**src/rtl/wdg_pkg.sv**
```systemverilog
package wdg_pkg;
  localparam int KEY_W  = 16;
  localparam int ADDR_W = 3;

  localparam logic [KEY_W-1:0] KEY_START = 16'hCCCC;
  localparam logic [KEY_W-1:0] KEY_FEED  = 16'hAAAA;
  localparam logic [KEY_W-1:0] KEY_OPEN  = 16'h5555;
  localparam logic [KEY_W-1:0] KEY_SHUT  = 16'h0000;

  localparam logic [ADDR_W-1:0] ADR_KEY  = 3'd0;
  localparam logic [ADDR_W-1:0] ADR_PSC  = 3'd1;
  localparam logic [ADDR_W-1:0] ADR_RLD  = 3'd2;
  localparam logic [ADDR_W-1:0] ADR_WIN  = 3'd3;
  localparam logic [ADDR_W-1:0] ADR_STAT = 3'd4;

  typedef enum logic [1:0] {S_IDLE, S_RUN, S_DONE} wstate_e;
endpackage

```
**src/rtl/wdg_prescale.sv**
```systemverilog
module wdg_prescale #(
  parameter int PSC_W     = 3,
  parameter int BASE_LOG2 = 2,
  parameter int MAX_CODE  = 6
) (
  input  logic             clk,
  input  logic             rst_n,
  input  logic             restart,
  input  logic [PSC_W-1:0] code,
  output logic             tick
);
  localparam int DIV_W = BASE_LOG2 + MAX_CODE;

  logic [DIV_W-1:0] pcnt_q;
  logic [DIV_W-1:0] mask;
  logic [PSC_W-1:0] sel;
  int               shamt;

  // codes above the last legal one saturate to the slowest rate
  always_comb begin
    sel   = (int'(code) > MAX_CODE) ? PSC_W'(MAX_CODE) : code;
    shamt = BASE_LOG2 + int'(sel);
    mask  = DIV_W'((64'd1 << shamt) - 64'd1);
    tick  = ((pcnt_q & mask) == mask);
  end

  always_ff @(posedge clk or negedge rst_n) begin
    if (!rst_n)       pcnt_q <= '0;
    else if (restart) pcnt_q <= '0;
    else              pcnt_q <= pcnt_q + 1'b1;
  end

  // a restarted phase never ticks on the following cycle
  p_restart_phase_r4: assert property (@(posedge clk) disable iff (!rst_n)
    restart |=> !tick);
endmodule

```
**src/rtl/wdg_sync_slot.sv**
```systemverilog
module wdg_sync_slot #(
  parameter int             DW      = 12,
  parameter int             TICKS   = 2,
  parameter logic [DW-1:0]  RST_VAL = '0
) (
  input  logic          clk,
  input  logic          rst_n,
  input  logic          wr,
  input  logic [DW-1:0] din,
  input  logic          tick,
  output logic          busy_q,
  output logic [DW-1:0] shadow_q,
  output logic [DW-1:0] active_q
);
  localparam int TW = (TICKS < 2) ? 1 : $clog2(TICKS);

  logic [TW-1:0] tcnt_q;

  always_ff @(posedge clk or negedge rst_n) begin
    if (!rst_n) begin
      busy_q   <= 1'b0;
      tcnt_q   <= '0;
      shadow_q <= RST_VAL;
      active_q <= RST_VAL;
    end else if (wr && !busy_q) begin
      busy_q   <= 1'b1;
      tcnt_q   <= '0;
      shadow_q <= din;
    end else if (busy_q && tick) begin
      if (int'(tcnt_q) == TICKS - 1) begin
        busy_q   <= 1'b0;
        active_q <= shadow_q;
      end else begin
        tcnt_q <= tcnt_q + 1'b1;
      end
    end
  end

  // a pending update cannot be overwritten
  p_hold_while_busy_r7: assert property (@(posedge clk) disable iff (!rst_n)
    busy_q |=> $stable(shadow_q));
  // the counting side only changes value at a tick that ends the busy phase
  p_active_waits_r7: assert property (@(posedge clk) disable iff (!rst_n)
    !(busy_q && tick) |=> $stable(active_q));
endmodule

```
**src/rtl/wdg_regs.sv**
```systemverilog
module wdg_regs
  import wdg_pkg::*;
#(
  parameter int CNT_W = 12,
  parameter int PSC_W = 3,
  parameter int TICKS = 2
) (
  input  logic              clk,
  input  logic              rst_n,
  input  logic              bus_wr,
  input  logic [ADDR_W-1:0] bus_addr,
  input  logic [KEY_W-1:0]  bus_wdata,
  output logic [KEY_W-1:0]  bus_rdata,
  input  logic              tick,
  output logic              key_start,
  output logic              key_feed,
  output logic [PSC_W-1:0]  act_psc,
  output logic [CNT_W-1:0]  act_rld,
  output logic [CNT_W-1:0]  act_win
);
  localparam int N_WIDE = 2;

  logic             open_q;
  logic             key_wr;
  logic             psc_wr, psc_busy;
  logic [PSC_W-1:0] psc_shadow;
  logic [N_WIDE-1:0] wide_wr, wide_busy;
  logic [CNT_W-1:0] wide_shadow [N_WIDE];
  logic [CNT_W-1:0] wide_active [N_WIDE];

  assign key_wr    = bus_wr && (bus_addr == ADR_KEY);
  assign key_start = key_wr && (bus_wdata == KEY_START);
  assign key_feed  = key_wr && (bus_wdata == KEY_FEED);

  always_ff @(posedge clk or negedge rst_n) begin
    if (!rst_n)                                open_q <= 1'b0;
    else if (key_wr && bus_wdata == KEY_OPEN)  open_q <= 1'b1;
    else if (key_wr && bus_wdata == KEY_SHUT)  open_q <= 1'b0;
  end

  assign psc_wr = bus_wr && open_q && (bus_addr == ADR_PSC);

  wdg_sync_slot #(.DW(PSC_W), .TICKS(TICKS), .RST_VAL('0)) u_psc_slot (
    .clk(clk), .rst_n(rst_n), .wr(psc_wr), .din(bus_wdata[PSC_W-1:0]),
    .tick(tick), .busy_q(psc_busy), .shadow_q(psc_shadow), .active_q(act_psc)
  );

  // slot 0 holds the reload value, slot 1 the window value
  for (genvar i = 0; i < N_WIDE; i++) begin : g_wide
    assign wide_wr[i] = bus_wr && open_q && (bus_addr == ADR_RLD + ADDR_W'(i));
    wdg_sync_slot #(.DW(CNT_W), .TICKS(TICKS), .RST_VAL('1)) u_slot (
      .clk(clk), .rst_n(rst_n), .wr(wide_wr[i]), .din(bus_wdata[CNT_W-1:0]),
      .tick(tick), .busy_q(wide_busy[i]), .shadow_q(wide_shadow[i]),
      .active_q(wide_active[i])
    );
  end

  assign act_rld = wide_active[0];
  assign act_win = wide_active[1];

  always_comb begin
    unique case (bus_addr)
      ADR_PSC:  bus_rdata = KEY_W'(psc_shadow);
      ADR_RLD:  bus_rdata = KEY_W'(wide_shadow[0]);
      ADR_WIN:  bus_rdata = KEY_W'(wide_shadow[1]);
      ADR_STAT: bus_rdata = KEY_W'({wide_busy, psc_busy});
      default:  bus_rdata = '0;
    endcase
  end

  // with access closed a reload write leaves the stored value alone
  p_locked_ignored_r6: assert property (@(posedge clk) disable iff (!rst_n)
    (bus_wr && !open_q && bus_addr == ADR_RLD) |=> $stable(wide_shadow[0]));
  // with access closed no busy phase starts on the window register
  p_locked_no_busy_r6: assert property (@(posedge clk) disable iff (!rst_n)
    (bus_wr && !open_q && bus_addr == ADR_WIN && !wide_busy[1]) |=> !wide_busy[1]);
endmodule

```
**src/rtl/wdg_core.sv**
```systemverilog
module wdg_core
  import wdg_pkg::*;
#(
  parameter int CNT_W = 12
) (
  input  logic             clk,
  input  logic             rst_n,
  input  logic             tick,
  input  logic             key_start,
  input  logic             key_feed,
  input  logic [CNT_W-1:0] act_rld,
  input  logic [CNT_W-1:0] act_win,
  output logic             restart,
  output logic             rst_req
);
  wstate_e          state_q;
  logic [CNT_W-1:0] cnt_q;
  logic             window_on, too_early;

  assign window_on = (act_win != '1);
  assign too_early = window_on && (cnt_q > act_win);
  assign restart   = ((state_q == S_IDLE) && key_start) ||
                     ((state_q == S_RUN) && key_feed && !too_early);

  always_ff @(posedge clk or negedge rst_n) begin
    if (!rst_n) begin
      state_q <= S_IDLE;
      cnt_q   <= '1;
      rst_req <= 1'b0;
    end else begin
      rst_req <= 1'b0;
      unique case (state_q)
        S_IDLE: if (key_start) begin
          state_q <= S_RUN;
          cnt_q   <= act_rld;
        end
        S_RUN: begin
          if (key_feed) begin
            if (too_early) begin
              rst_req <= 1'b1;
              state_q <= S_DONE;
            end else begin
              cnt_q <= act_rld;
            end
          end else if (tick) begin
            if (cnt_q == '0) begin
              rst_req <= 1'b1;
              state_q <= S_DONE;
            end else begin
              cnt_q <= cnt_q - 1'b1;
            end
          end
        end
        default: ;
      endcase
    end
  end

  // the request is a single-cycle pulse
  p_one_cycle_r2: assert property (@(posedge clk) disable iff (!rst_n)
    rst_req |=> !rst_req);
  // once started the block never returns to idle
  p_never_idle_r8: assert property (@(posedge clk) disable iff (!rst_n)
    (state_q != S_IDLE) |=> (state_q != S_IDLE));
  // after expiry the block stays inert
  p_done_hold_r8: assert property (@(posedge clk) disable iff (!rst_n)
    (state_q == S_DONE) |=> (state_q == S_DONE && !rst_req));
  // an early refresh faults on the next cycle
  p_early_fault_r5: assert property (@(posedge clk) disable iff (!rst_n)
    (state_q == S_RUN && key_feed && act_win != '1 && cnt_q > act_win) |=> rst_req);
endmodule

```
**src/rtl/wdg_keyed_top.sv**
```systemverilog
module wdg_keyed_top
  import wdg_pkg::*;
#(
  parameter int CNT_W     = 12,
  parameter int PSC_W     = 3,
  parameter int BASE_LOG2 = 2,
  parameter int MAX_CODE  = 6,
  parameter int BUSY_TICKS = 2
) (
  input  logic        clk,
  input  logic        rst_n,
  input  logic        bus_wr,
  input  logic [2:0]  bus_addr,
  input  logic [15:0] bus_wdata,
  output logic [15:0] bus_rdata,
  output logic        rst_req
);
  logic             tick, restart, key_start, key_feed;
  logic [PSC_W-1:0] act_psc;
  logic [CNT_W-1:0] act_rld, act_win;

  wdg_regs #(.CNT_W(CNT_W), .PSC_W(PSC_W), .TICKS(BUSY_TICKS)) u_regs (
    .clk(clk), .rst_n(rst_n), .bus_wr(bus_wr), .bus_addr(bus_addr),
    .bus_wdata(bus_wdata), .bus_rdata(bus_rdata), .tick(tick),
    .key_start(key_start), .key_feed(key_feed),
    .act_psc(act_psc), .act_rld(act_rld), .act_win(act_win)
  );

  wdg_prescale #(.PSC_W(PSC_W), .BASE_LOG2(BASE_LOG2), .MAX_CODE(MAX_CODE)) u_psc (
    .clk(clk), .rst_n(rst_n), .restart(restart), .code(act_psc), .tick(tick)
  );

  wdg_core #(.CNT_W(CNT_W)) u_core (
    .clk(clk), .rst_n(rst_n), .tick(tick), .key_start(key_start),
    .key_feed(key_feed), .act_rld(act_rld), .act_win(act_win),
    .restart(restart), .rst_req(rst_req)
  );
endmodule

```
**config.mk**
```make
export PLATFORM = sky130hd
export DESIGN_NAME = wdg_keyed_top
export DESIGN_NICKNAME = d
export VERILOG_FILES = /design/src/rtl/wdg_pkg.sv /design/src/rtl/wdg_prescale.sv /design/src/rtl/wdg_sync_slot.sv /design/src/rtl/wdg_regs.sv /design/src/rtl/wdg_core.sv /design/src/rtl/wdg_keyed_top.sv
export SDC_FILE = /design/constraint.sdc
export NUM_CORES = 1
export LEC_CHECK = 0
export BUFFER_PORTS_ARGS = -buffer_cell sky130_fd_sc_hd__clkbuf_2
export CAP_MARGIN = 25
export CORE_ASPECT_RATIO = 0.7
export CORE_MARGIN = 1
export CORE_UTILIZATION = 35
export CTS_BUF_LIST = sky130_fd_sc_hd__clkbuf_4 sky130_fd_sc_hd__clkbuf_8
export CTS_CLUSTER_SIZE = 25
export DETAILED_ROUTE_END_ITERATION = 8
export PLACE_DENSITY = 0.6
export SLEW_MARGIN = 0
export SYNTH_ARGS = -nofsm -noshare
export SYNTH_HDL_FRONTEND = slang
export SYNTH_HIERARCHICAL = 1
export SYNTH_SLANG_ARGS = --single-unit
```
**constraint.sdc**
```tcl
create_clock -name clk -period 2.97 [get_ports clk]
set_input_delay 0.297 -clock clk [delete_from_list [all_inputs] [get_ports clk]]
set_output_delay 0.297 -clock clk [all_outputs]
set_load 0.01 [all_outputs]
```
# Yosys cells after proc, flatten, opt, wreduce, memory -nomap -nowiden
# Index checks and enable logic that the tools add are counted.
totals:
  reg_bits: 84
  input_bits: 22
  out_inout_bits: 17
  elab_cells: 131
classes:
  n_addsub: 7
  magnitude_cmp: 2
  eq_ne: 16
  shifts: 1
  muxes: 40
  n_bitwise: 4
  reduce_logical: 44
op_table:
  columns: ["operator", "count"]
  rows:
  - ["$mux 12", 5]
  - ["$pmux 12 s4", 1]
  - ["$eq 16x16->1 const B", 2]
  - ["$shl 1x32->8 const A", 1]
  - ["$mux 1", 25]
  - ["$pmux 12 s2", 1]
  - ["$logic_and 1x1->1", 19]
  - ["$eq 16x15->1 const B", 1]
  - ["$logic_not 16->1", 1]
  - ["$reduce_bool 2->1", 8]
  - ["$gt 12x12->1", 1]
  - ["$logic_not 12->1", 1]
  - ["$ne 12x12->1 const B", 1]
  - ["$sub 12x1->12 const B", 1]
  - ["$mux 2", 5]
  - ["$reduce_and 5->1", 2]
  - ["$ne 3x2->1 const B", 3]
  - ["$reduce_and 3->1", 3]
  - ["$add 8x1->8 const B", 1]
  - ["$and 8x8->8", 1]
  - ["$eq 8x8->1", 1]
  - ["$mux 8", 1]
  - ["$sub 8x1->8 const B", 1]
  - ["$eq 3x2->1 const B", 2]
  - ["16 further kinds", 26]

# Depth between registers and ports, before layout
# Gate-level depths: netlist (run 1).
depth:
  ltp_word: 10
  mapped_depth: 11
  depth_no_buf: 11

# Modules after synthesis
# Netlist (run 1), hierarchy kept.
modules_own_cells:
  columns: ["mod", "n_inst", "cells_each", "area_each_um2", "seq_area_each_um2"]
  rows:
  - ["wdg_sync_slot (u_regs.g_wide[0].u_slot ...)", 2, 58, 1054.8, 680.7]
  - ["wdg_core", 1, 154, 1276.2, 390.4]
  - ["wdg_prescale", 1, 50, 480.5, 200.2]
  - ["wdg_regs", 1, 60, 444.2, 25.0]
  - ["wdg_sync_slot (u_regs.u_psc_slot)", 1, 20, 312.8, 200.2]

# Worst setup path before layout (run 1)
# OpenSTA, ideal clock, no wires.
synth_timing:
  path_kind: "register to register"
  startpoint: "reg u_regs.u_psc_slot.active_q[1]"
  endpoint: "reg u_core.cnt_q[0]"
  setup_ns: 0.077
  t_arrival_ns: 2.788
  required_time_ns: 2.893
  slack_ns: 0.105
  stages_incl_launch_ff: 12
  path_buffers: 1
  synth_period_minus_slack_ns: 2.865
  path_cell_list: "dfrtp_1 -> inv_1 -> ha_1 -> and4bb_2 -> xor2_1 -> nor2_1 -> nor3_1 -> o21ai_0 -> a21oi_1 -> clkbuf_1 -> a31oi_1 -> a31oi_1"
synth_between:
  elab_chain_len: 9
synth_lines:
  columns: ["item", "line_no", "source"]
  rows:
  - ["start, declared", "wdg_sync_slot.sv:13", "output logic [DW-1:0] active_q"]
  - ["start signal, assigned", "wdg_sync_slot.sv:32", "active_q <= shadow_q;"]
  - ["$gt 3x3->1", "wdg_prescale.sv:21", "sel = (int'(code) > MAX_CODE) ? PSC_W'(MAX_CODE) : code;"]
  - ["$mux 3 (*)", "wdg_prescale.sv:21", null]
  - ["$add 2x3->4 (*)", "wdg_prescale.sv:22", "shamt = BASE_LOG2 + int'(sel);"]
  - ["$shl 1x32->8 (*)", "wdg_prescale.sv:23", "mask = DIV_W'((64'd1 << shamt) - 64'd1);"]
  - ["$sub 8x1->8 (*)", "wdg_prescale.sv:23", null]
  - ["$and 8x8->8", "wdg_prescale.sv:24", "tick = ((pcnt_q & mask) == mask);"]
  - ["$eq 8x8->1 (*)", "wdg_prescale.sv:24", null]
  - ["net tick", "wdg_keyed_top.sv:18", "logic tick, restart, key_start, key_feed;"]
  - ["$ne 3x2->1 (no line) (*)", null, null]
  - ["$reduce_and 5->1 (no line) (*)", null, null]
  - ["end signal, assigned", "wdg_core.sv:35", "cnt_q <= act_rld;"]
  - ["end signal, assigned", "wdg_core.sv:43", "cnt_q <= act_rld;"]
  - ["end signal, assigned", "wdg_core.sv:50", "cnt_q <= cnt_q - 1'b1;"]
  - ["end, declared", "wdg_core.sv:17", "logic [CNT_W-1:0] cnt_q;"]
# Mark *: on every way through the listed nets, which the timed path passes. The rest lies on a longest branch.
# A chain may end at the register's enable or synchronous reset.

# Worst setup path in the final report (run 1)
layout_timing:
  startpoint: "reg u_regs.g_wide[1].u_slot.active_q[3]"
  endpoint: "reg u_core.cnt_q[3]"
layout_between:
  elab_chain_len: 4
  word_cells_on_any_way: 5
  cone_classes: "1 x order compare; 2 x eq/ne; 2 x reduce/logical"
layout_lines:
  columns: ["item", "line_no", "source"]
  rows:
  - ["start, declared", "wdg_sync_slot.sv:13", null]
  - ["start signal, assigned", "wdg_sync_slot.sv:32", null]
  - ["$gt 12x12->1 / $ne 12x12->1 (equally long branches)", "wdg_core.sv:21, wdg_core.sv:20", null]
  - ["$logic_and 1x1->1 (*)", "wdg_core.sv:21", "assign too_early = window_on && (cnt_q > act_win);"]
  - ["$ne 3x3->1 (no line) (*)", null, null]
  - ["$reduce_and 5->1 (no line) (*)", null, null]
# Mark *: on every way between the ends. The rest lies on a longest branch, timed or not.

==> impl_metrics.prom, run 1 <==
# TYPE chip_impl_metric gauge
chip_impl_metric{name="place_hpwl",unit="um"} 7700
chip_impl_metric{name="asyncSetResetFlopFracSynth",unit="%"} 100
chip_impl_metric{name="core-area",unit="um^2"} 12600
chip_impl_metric{name="place.port_buffers",unit=""} 34
chip_impl_metric{name="finalClockSkew",unit="ns"} 0.0109
chip_impl_metric{name="global_route_usage_over_all_layers",unit="%"} 16.9
chip_impl_metric{name="synth.top_cell.area_share",unit="%"} 34.1
chip_impl_metric{name="fin_total_pwr",unit="mW"} 2.07
chip_impl_metric{name="routed_via_count",unit=""} 3235
chip_impl_metric{name="tritoncts_buffer_count",unit=""} 9
chip_impl_metric{name="cp_data_arrival_time",unit="ns"} 3.08
chip_impl_metric{name="slew_headroom",unit="%"} 64.6
chip_impl_info{name="clock-root-buffer",value="clkbuf_8"} 1
chip_impl_metric{name="diodes",unit=""} 0
chip_impl_metric{name="number_of_antenna_violations_at_the_first_check_in_global_routing",unit=""} 0
chip_impl_info{name="path_delay_family",value="compound AO/OA/AOI/OAI gates"} 1
chip_impl_info{name="crit_path_end_kind",value="flip-flop"} 1
chip_impl_info{name="tritoncts",value="built"} 1
chip_impl_metric{name="fp.dieW",unit="um"} 139
chip_impl_metric{name="path_clk_slew",unit="ns"} 0.09
chip_impl_metric{name="floorplan_die_area",unit="um^2"} 13700
chip_impl_metric{name="first_pass_grt_wire_length",unit="um"} 17500
chip_impl_metric{name="average_cell_area_after_synthesis",unit="um^2"} 11.6
chip_impl_metric{name="peakVddDrop",unit="V"} 0.000272
chip_impl_info{name="timing.setup.critical_path_class",value="reg2reg"} 1
chip_impl_metric{name="via_per_inst",unit=""} 5.35
chip_impl_metric{name="timing.final.crit_share",unit="%"} 93.1
chip_impl_metric{name="drt_pass1_iterations",unit=""} 4
chip_impl_metric{name="flow.area_growth_from_synthesis",unit="%"} 11.0
chip_impl_metric{name="hold_viol_final",unit=""} 0
chip_impl_metric{name="power.leakage",unit="nW"} 2.16
chip_impl_metric{name="site_row_count",unit=""} 34
chip_impl_metric{name="cp_slowest_stage_delay",unit="ns"} 0.55
chip_impl_metric{name="post_cts.resized_instances",unit=""} 0
chip_impl_metric{name="synth-edff-count",unit=""} 0
chip_impl_metric{name="cts-root-to-sink-buffers",unit=""} 2
chip_impl_metric{name="wire_per_inst",unit="um"} 17.5
chip_impl_metric{name="worst-path-max-fanout",unit=""} 14
chip_impl_metric{name="globalRouteOverflowTotal",unit=""} 0
chip_impl_metric{name="drive_gt1_share",unit="%"} 42.0
chip_impl_metric{name="count_of_warnings_emitted_by_yosys",unit=""} 6
chip_impl_metric{name="placed_area",unit="um^2"} 4920
chip_impl_metric{name="num_io_pins",unit=""} 39
chip_impl_info{name="hp-class",value="in2reg"} 1
chip_impl_metric{name="final.setup.worst_slack",unit="ns"} 0.204
chip_impl_metric{name="layout.cell_area.non_filler",unit="um^2"} 5130
chip_impl_metric{name="worst_skew_pair.late_latency",unit="ns"} 0.36
chip_impl_metric{name="critical_path.n_buffers_inverters",unit=""} 1
chip_impl_metric{name="initial_utilization",unit="%"} 36.6
chip_impl_info{name="critical_path.startpoint_type",value="flip-flop"} 1
chip_impl_metric{name="place_ws",unit="ns"} 0.214
chip_impl_metric{name="required",unit="ns"} 3.28
chip_impl_metric{name="cts.htree.levels",unit=""} 3
chip_impl_metric{name="ant_nets",unit=""} 0
chip_impl_info{name="status",value="finished, final reports clean"} 1
chip_impl_metric{name="synth.cell_area",unit="um^2"} 4620
chip_impl_metric{name="drt_iter0_markers",unit=""} 170
chip_impl_metric{name="die_y",unit="um"} 98.2
chip_impl_metric{name="timing.max_cap.violations",unit=""} 0
chip_impl_info{name="grt_setup_unrepaired",value="false"} 1
chip_impl_metric{name="remaining_routing_drc_violations",unit=""} 0
chip_impl_info{name="ys_dominant_reg_cell",value="dfstp_2"} 1
chip_impl_metric{name="place_congestion",unit=""} 0.812
chip_impl_metric{name="tightestPinTransition",unit="ns"} 0.530
chip_impl_metric{name="final.fill_count",unit=""} 1195
chip_impl_metric{name="multi_input_comb_area",unit="um^2"} 2250
chip_impl_info{name="yosys.area.top_type",value="dfstp_2"} 1
chip_impl_metric{name="synth_seq_cells",unit=""} 84
chip_impl_metric{name="fmax",unit="GHz"} 0.362
chip_impl_metric{name="route.final.wire_length",unit="um"} 10600
chip_impl_metric{name="numClockSinks",unit=""} 84
chip_impl_metric{name="setup_viol_count_final",unit=""} 0
chip_impl_metric{name="fin_setup_tns",unit="ns"} 0
chip_impl_metric{name="maxSlewViolCount",unit=""} 0
chip_impl_metric{name="netlist_instances",unit=""} 400
chip_impl_metric{name="grt_pass1_vias",unit=""} 3252
chip_impl_metric{name="yosys.cell_types.count",unit=""} 57
chip_impl_metric{name="grt_max_degree",unit=""} 85
chip_impl_info{name="critical_path.cell_chain",value="inv_1 > ha_1 > and3_1 > nor2b_1 > o31a_1 > o41a_1 > o21bai_4 > and2_4 > a22o_1"} 1
chip_impl_metric{name="synth-seq-area-share",unit="%"} 47.1
chip_impl_metric{name="design.final.nets",unit=""} 478
chip_impl_metric{name="regArea",unit="um^2"} 2180
chip_impl_metric{name="layout_min_cycle_time",unit="ns"} 2.77
chip_impl_metric{name="rrSetupSlack",unit="ns"} 0.20
chip_impl_info{name="worst_path_max_delay_cell",value="dfstp_2"} 1
chip_impl_info{name="synthTopCellsByArea",value="dfstp_2 34%, dfrtp_1 13%, mux2_2 8.0%, mux2_4 5.8%, ha_1 4.9%"} 1
chip_impl_metric{name="power_density",unit="nW/um^2"} 403
## cells by family after synthesis
family          count (synthesis)  synth area share, %
xor+xnor                        8                 1.52
fa+ha+maj                      18                 4.87
simple gates                  110                 14.2
flops                          84                 47.1
compound gates                 73                 10.3
other cells                     1               0.0811
mux                            67                 17.4
buf+inv                        39                 4.57
## area by class of cell
type                       count  area share, %
timing repair buffer          42           4.97
multi-input combinational    280           43.8
tap                          162           3.95
sequential                    84           42.4
inverter                      21           1.54
clock inverter                 7          0.927
clock buffer                   9           2.41
## final timing paths
kind / end / from / cells after the start
max: u_core/cnt_q[3] / u_regs/g_wide[1].u_slot/active_q[3] / 9
min: u_regs/open_q / bus_wdata[12] / 3
max reg2reg: u_core/cnt_q[3] / u_regs/g_wide[1].u_slot/active_q[3] / 9
min reg2reg: u_psc/pcnt_q[0] / u_psc/pcnt_q[0] / 1
max in group asynchronous: u_regs/g_wide[0].u_slot/active_q[3] / rst_n / 3
min in group asynchronous: u_psc/pcnt_q[4] / rst_n / 2
## cell usage in the layout (no fill, tap or decap), types with 6 or more instances in the layout
cell,n
a31oi_1,7
o22ai_1,6
o21ai_0,15
o21a_1,6
dfstp_2,60
nand3_1,13
nand4_1,9
ha_1,18
mux2_4,18
a21oi_1,19
dfrtp_1,24
inv_1,21
clkbuf_2,33
mux2i_1,13
nor2_1,27
nor2b_1,6
buf_4,7
clkbuf_8,9
nand2_1,16
mux2_2,33
## what timing repair did
item                      in CTS  in global routing
setup buffers                  0                  0
hold buffers                   0                  1
hold endpoints to repair       0                  9
## synthesized netlist by cell type, drive strengths merged, types with 7 or more instances
library cell and number:
buf 8, nand2 16, inv 21, mux2i 13, a21oi 19, nor2 27, nand2b 7, nand3 16
o21ai 15, dfrtp 24, ha 18, clkbuf 10, mux2 54, dfstp 60, a31oi 7, nand4 9
## power by group
group | total [mW] | switching (mW) | internal (mW) | leakage, nW
sequential | 1.18 | 0.0149 | 1.16 | 0.918
combinational | 0.149 | 0.0932 | 0.0554 | 1.15
clock | 0.743 | 0.436 | 0.307 | 0.0907
total | 2.07 | 0.544 | 1.52 | 2.16
## tightest hold or removal path, delay by kind of cell
| family | cells | cell delay, ns |
|---|---|---|
| AND/OR/NAND/NOR | 1 | 0.08 |
| AO/OA/AOI/OAI | 1 | 0.07 |
| buffers and inverters | 1 | 0.09 |
## sequential cells by signal (all words and copies together) (netlist names), 3 cells and up
name / cells
u_regs/g_wide.u_slot/shadow_q: 24
u_regs/g_wide.u_slot/active_q: 24
u_regs/u_psc_slot/shadow_q: 3
u_core/cnt_q: 12
u_psc/pcnt_q: 8
u_regs/u_psc_slot/active_q: 3
## stage by stage
stage,instances,hold slack [ns],util (%)
2_1_floorplan,403,0.00141,-
3_3_place_gp,587,0.441,39.0
3_5_place_dp,587,0.462,39.0
4_1_cts,603,0.149,40.3
5_1_grt,605,0.189,40.6
6_report,605,0.208,40.6
## per-layer routing
metal  up-vias  track usage, %  share of wire (%)  wire length [um]
met1      1606            25.0                 52              5510
met2       101            23.5                 41              4340
li1       1515               -                  -                 -
met3        13            4.51                5.4               567
met5         -               0                  0                 0
met4         0            5.47                1.7               178
Note: power is estimated with default switching activity, not from simulation.
==> run 2, diff against run 1 <==
BUFFER_PORTS_ARGS = unset   (was -buffer_cell sky130_fd_sc_hd__clkbuf_2)
DONT_BUFFER_PORTS = 1   (was unset)
PLACE_DENSITY = 0.58   (was 0.6)
clock period = 2.43 ns   (was 2.97 ns; I/O delays follow)
==> impl_metrics.prom, run 2 (same netlist as run 1, synthesis figures left out) <==
# TYPE chip_impl_metric gauge
chip_impl_info{name="status",value="finished with violations"} 1
chip_impl_info{name="violations_in_the_final_reports",value="setup timing"} 1
chip_impl_metric{name="multi_input_comb_area",unit="um^2"} 2470
chip_impl_metric{name="rrSetupSlack",unit="ns"} -0.18
chip_impl_metric{name="remaining_routing_drc_violations",unit=""} 0
chip_impl_metric{name="setup_viol_count_final",unit=""} 21
chip_impl_metric{name="worst-path-max-fanout",unit=""} 8
chip_impl_metric{name="layout.cell_area.non_filler",unit="um^2"} 5660
chip_impl_metric{name="maxSlewViolCount",unit=""} 0
chip_impl_metric{name="required",unit="ns"} 2.74
chip_impl_metric{name="layout_min_cycle_time",unit="ns"} 2.61
chip_impl_info{name="layout.cells.most_common",value="dfstp_2"} 1
chip_impl_metric{name="peakVddDrop",unit="V"} 0.000327
chip_impl_info{name="timing.setup.critical_path_class",value="reg2reg"} 1
chip_impl_metric{name="fmax",unit="GHz"} 0.384
chip_impl_metric{name="floorplan_die_area",unit="um^2"} 13700
chip_impl_metric{name="globalRouteOverflowTotal",unit=""} 0
chip_impl_metric{name="die_y",unit="um"} 98.2
chip_impl_info{name="crit-reg2reg-capture",value="u_core/cnt_q[5]"} 1
chip_impl_metric{name="num_io_pins",unit=""} 39
chip_impl_metric{name="tightestPinTransition",unit="ns"} 0.627
chip_impl_metric{name="global_route_usage_over_all_layers",unit="%"} 17.7
chip_impl_metric{name="initial_utilization",unit="%"} 36.6
chip_impl_metric{name="regArea",unit="um^2"} 2180
chip_impl_metric{name="final.fill_count",unit=""} 1124
chip_impl_info{name="hold_start",value="bus_wdata[4]"} 1
chip_impl_metric{name="place_hpwl",unit="um"} 7830
chip_impl_info{name="worstHoldEndpoint",value="u_regs/g_wide[0].u_slot/shadow_q[4]"} 1
chip_impl_metric{name="number_of_antenna_violations_at_the_first_check_in_global_routing",unit=""} 0
chip_impl_metric{name="tritoncts_buffer_count",unit=""} 9
chip_impl_metric{name="core-area",unit="um^2"} 12600
chip_impl_metric{name="fp.dieW",unit="um"} 139
chip_impl_metric{name="final.setup.worst_slack",unit="ns"} -0.177
chip_impl_metric{name="path_clk_slew",unit="ns"} 0.09
chip_impl_metric{name="fin_hold_ws",unit="ns"} 0.0160
chip_impl_info{name="worst_r2r_startpoint",value="u_core/cnt_q[1]"} 1
chip_impl_metric{name="via_per_inst",unit=""} 5.28
chip_impl_metric{name="drive_gt1_share",unit="%"} 48.5
chip_impl_metric{name="site_row_count",unit=""} 34
chip_impl_metric{name="drt_iter0_markers",unit=""} 213
chip_impl_metric{name="placed_area",unit="um^2"} 4990
chip_impl_metric{name="design.final.nets",unit=""} 491
chip_impl_metric{name="cts.htree.levels",unit=""} 3
chip_impl_metric{name="cts-root-to-sink-buffers",unit=""} 2
chip_impl_info{name="grt_setup_unrepaired",value="true"} 1
chip_impl_metric{name="power.leakage",unit="nW"} 2.30
chip_impl_metric{name="diodes",unit=""} 0
chip_impl_metric{name="routed_via_count",unit=""} 3265
chip_impl_metric{name="wire_per_inst",unit="um"} 18.6
chip_impl_info{name="critical_path.cell_chain",value="ha_4 > and3_4 > nor2b_4 > o31a_1 > o41a_1 > o21bai_4 > buf_6 > a31oi_4 > a21oi_1"} 1
chip_impl_metric{name="hold-path-cell-count",unit=""} 1
chip_impl_info{name="tritoncts",value="built"} 1
chip_impl_info{name="hp-class",value="in2reg"} 1
chip_impl_metric{name="slew_headroom",unit="%"} 58.2
chip_impl_metric{name="cp_data_arrival_time",unit="ns"} 2.91
chip_impl_metric{name="grt_max_degree",unit=""} 85
chip_impl_metric{name="cp_slowest_stage_delay",unit="ns"} 0.61
chip_impl_metric{name="first_pass_grt_wire_length",unit="um"} 18400
chip_impl_metric{name="hold_viol_final",unit=""} 0
chip_impl_info{name="biggest_regs",value="u_regs/g_wide.u_slot/active_q (24), u_regs/g_wide.u_slot/shadow_q (24), u_core/cnt_q (12)"} 1
chip_impl_metric{name="finalClockSkew",unit="ns"} 0.0153
chip_impl_metric{name="place_congestion",unit=""} 0.848
chip_impl_metric{name="timing.max_cap.violations",unit=""} 0
chip_impl_metric{name="ant_nets",unit=""} 0
chip_impl_info{name="critical_path.startpoint_type",value="flip-flop"} 1
chip_impl_metric{name="numClockSinks",unit=""} 84
chip_impl_metric{name="grt_pass1_vias",unit=""} 3291
chip_impl_metric{name="flow.area_growth_from_synthesis",unit="%"} 22.4
chip_impl_metric{name="worstRegToRegCells",unit=""} 9
chip_impl_metric{name="drt_pass1_iterations",unit=""} 4
chip_impl_metric{name="route.final.wire_length",unit="um"} 11500
chip_impl_info{name="clock-root-buffer",value="clkbuf_8"} 1
chip_impl_metric{name="place.port_buffers",unit=""} 0
chip_impl_metric{name="power_density",unit="nW/um^2"} 478
chip_impl_metric{name="worst_skew_pair.late_latency",unit="ns"} 0.38
chip_impl_info{name="worst_path_max_delay_cell",value="dfstp_2"} 1
chip_impl_info{name="crit_path_end_kind",value="flip-flop"} 1
chip_impl_metric{name="place_ws",unit="ns"} -0.188
chip_impl_metric{name="timing.final.crit_share",unit="%"} 107
chip_impl_info{name="layout_common_cells",value="60 x dfstp_2, 33 x mux2_2, 31 x buf_4"} 1
-- run 2: changes by cell type in the layout (fill, tap and decap cells not counted), sizes merged --
cell | previous run | this run
dlygate4sd3 | 1 | 14
and2 | 2 | 3
bufinv | 0 | 1
inv | 25 | 26
buf | 8 | 40
clkinv | 2 | 0
clkbuf | 42 | 9
-- run 2: area by class of cell --
| class | instances | area share (%) |
|---|---|---|
| Clock buffer | 9 | 2.19 |
| Clock inverter | 7 | 1.39 |
| Inverter | 21 | 1.39 |
| Multi-Input combinational cell | 281 | 43.7 |
| Sequential cell | 84 | 38.5 |
| Tap cell | 162 | 3.58 |
| Timing Repair Buffer | 54 | 9.29 |
-- run 2: where the power goes --
part           leakage, nW  internal [mW]  switching, mW  total [mW]
clock network        0.102          0.490          0.576        1.07
registers            0.918           1.42         0.0175        1.44
logic                 1.28         0.0944          0.109       0.203
total                 2.30           2.00          0.702        2.71
-- run 2: metal layers --
layer / wire length [um] / vias to the layer above / track usage [%]
met3: 736 / 11 / 5.00
met4: 132 / 0 / 4.70
met1: 5930 / 1622 / 27.0
li1: - / 1545 / -
met2: 4700 / 87 / 23.9
met5: 0 / - / 0
-- run 2: worst max-delay path: cells and delay by family, from the launching register on --
family          cells  cell delay (ns)
flops               1             0.61
fa+ha+maj           1             0.22
compound gates      5             1.24
simple gates        2             0.30
buf+inv             1             0.17
-- run 2: timing repair --
item                                    CTS  global route
gates resized for setup                  18            27
cloned                                    2             0
hold endpoints to repair                 96             6
endpoints found under the setup margin   23            50
buffers inserted                          3             7
hold buffers                             10             5
pin swaps                                16            21
-- run 2: worst max-delay path by stage --
stage / start / to / slack, ns / depth (start not counted)
6_report: u_core/cnt_q[1] / u_core/cnt_q[5] / -0.18 / 9
5_1_grt: u_core/cnt_q[1] / u_core/cnt_q[5] / -0.24 / 10
4_1_cts: u_core/cnt_q[3] / u_core/cnt_q[5] / -0.13 / 9
3_5_place_dp: u_regs/g_wide[1].u_slot/active_q[2] / u_core/cnt_q[6] / -0.19 / 10
3_3_place_gp: u_regs/g_wide[1].u_slot/active_q[3] / u_core/cnt_q[5] / -0.08 / 10
2_1_floorplan: u_core/cnt_q[0] / u_core/cnt_q[3] / -0.005 / 10
-- run 2: per-stage QoR --
| step | setup TNS [ns] | cells | util (%) | total power, mW |
|---|---|---|---|---|
| 6_report | -3.15 | 618 | 44.8 | 2.71 |
| 5_1_grt | -5.30 | 618 | 44.8 | 2.80 |
| 4_1_cts | -1.66 | 606 | 43.0 | 2.69 |
| 3_5_place_dp | -2.72 | 575 | 39.5 | 1.58 |
| 3_3_place_gp | -1.20 | 575 | 39.5 | 1.58 |
| 2_1_floorplan | -0.00455 | 403 | - | 1.56 |
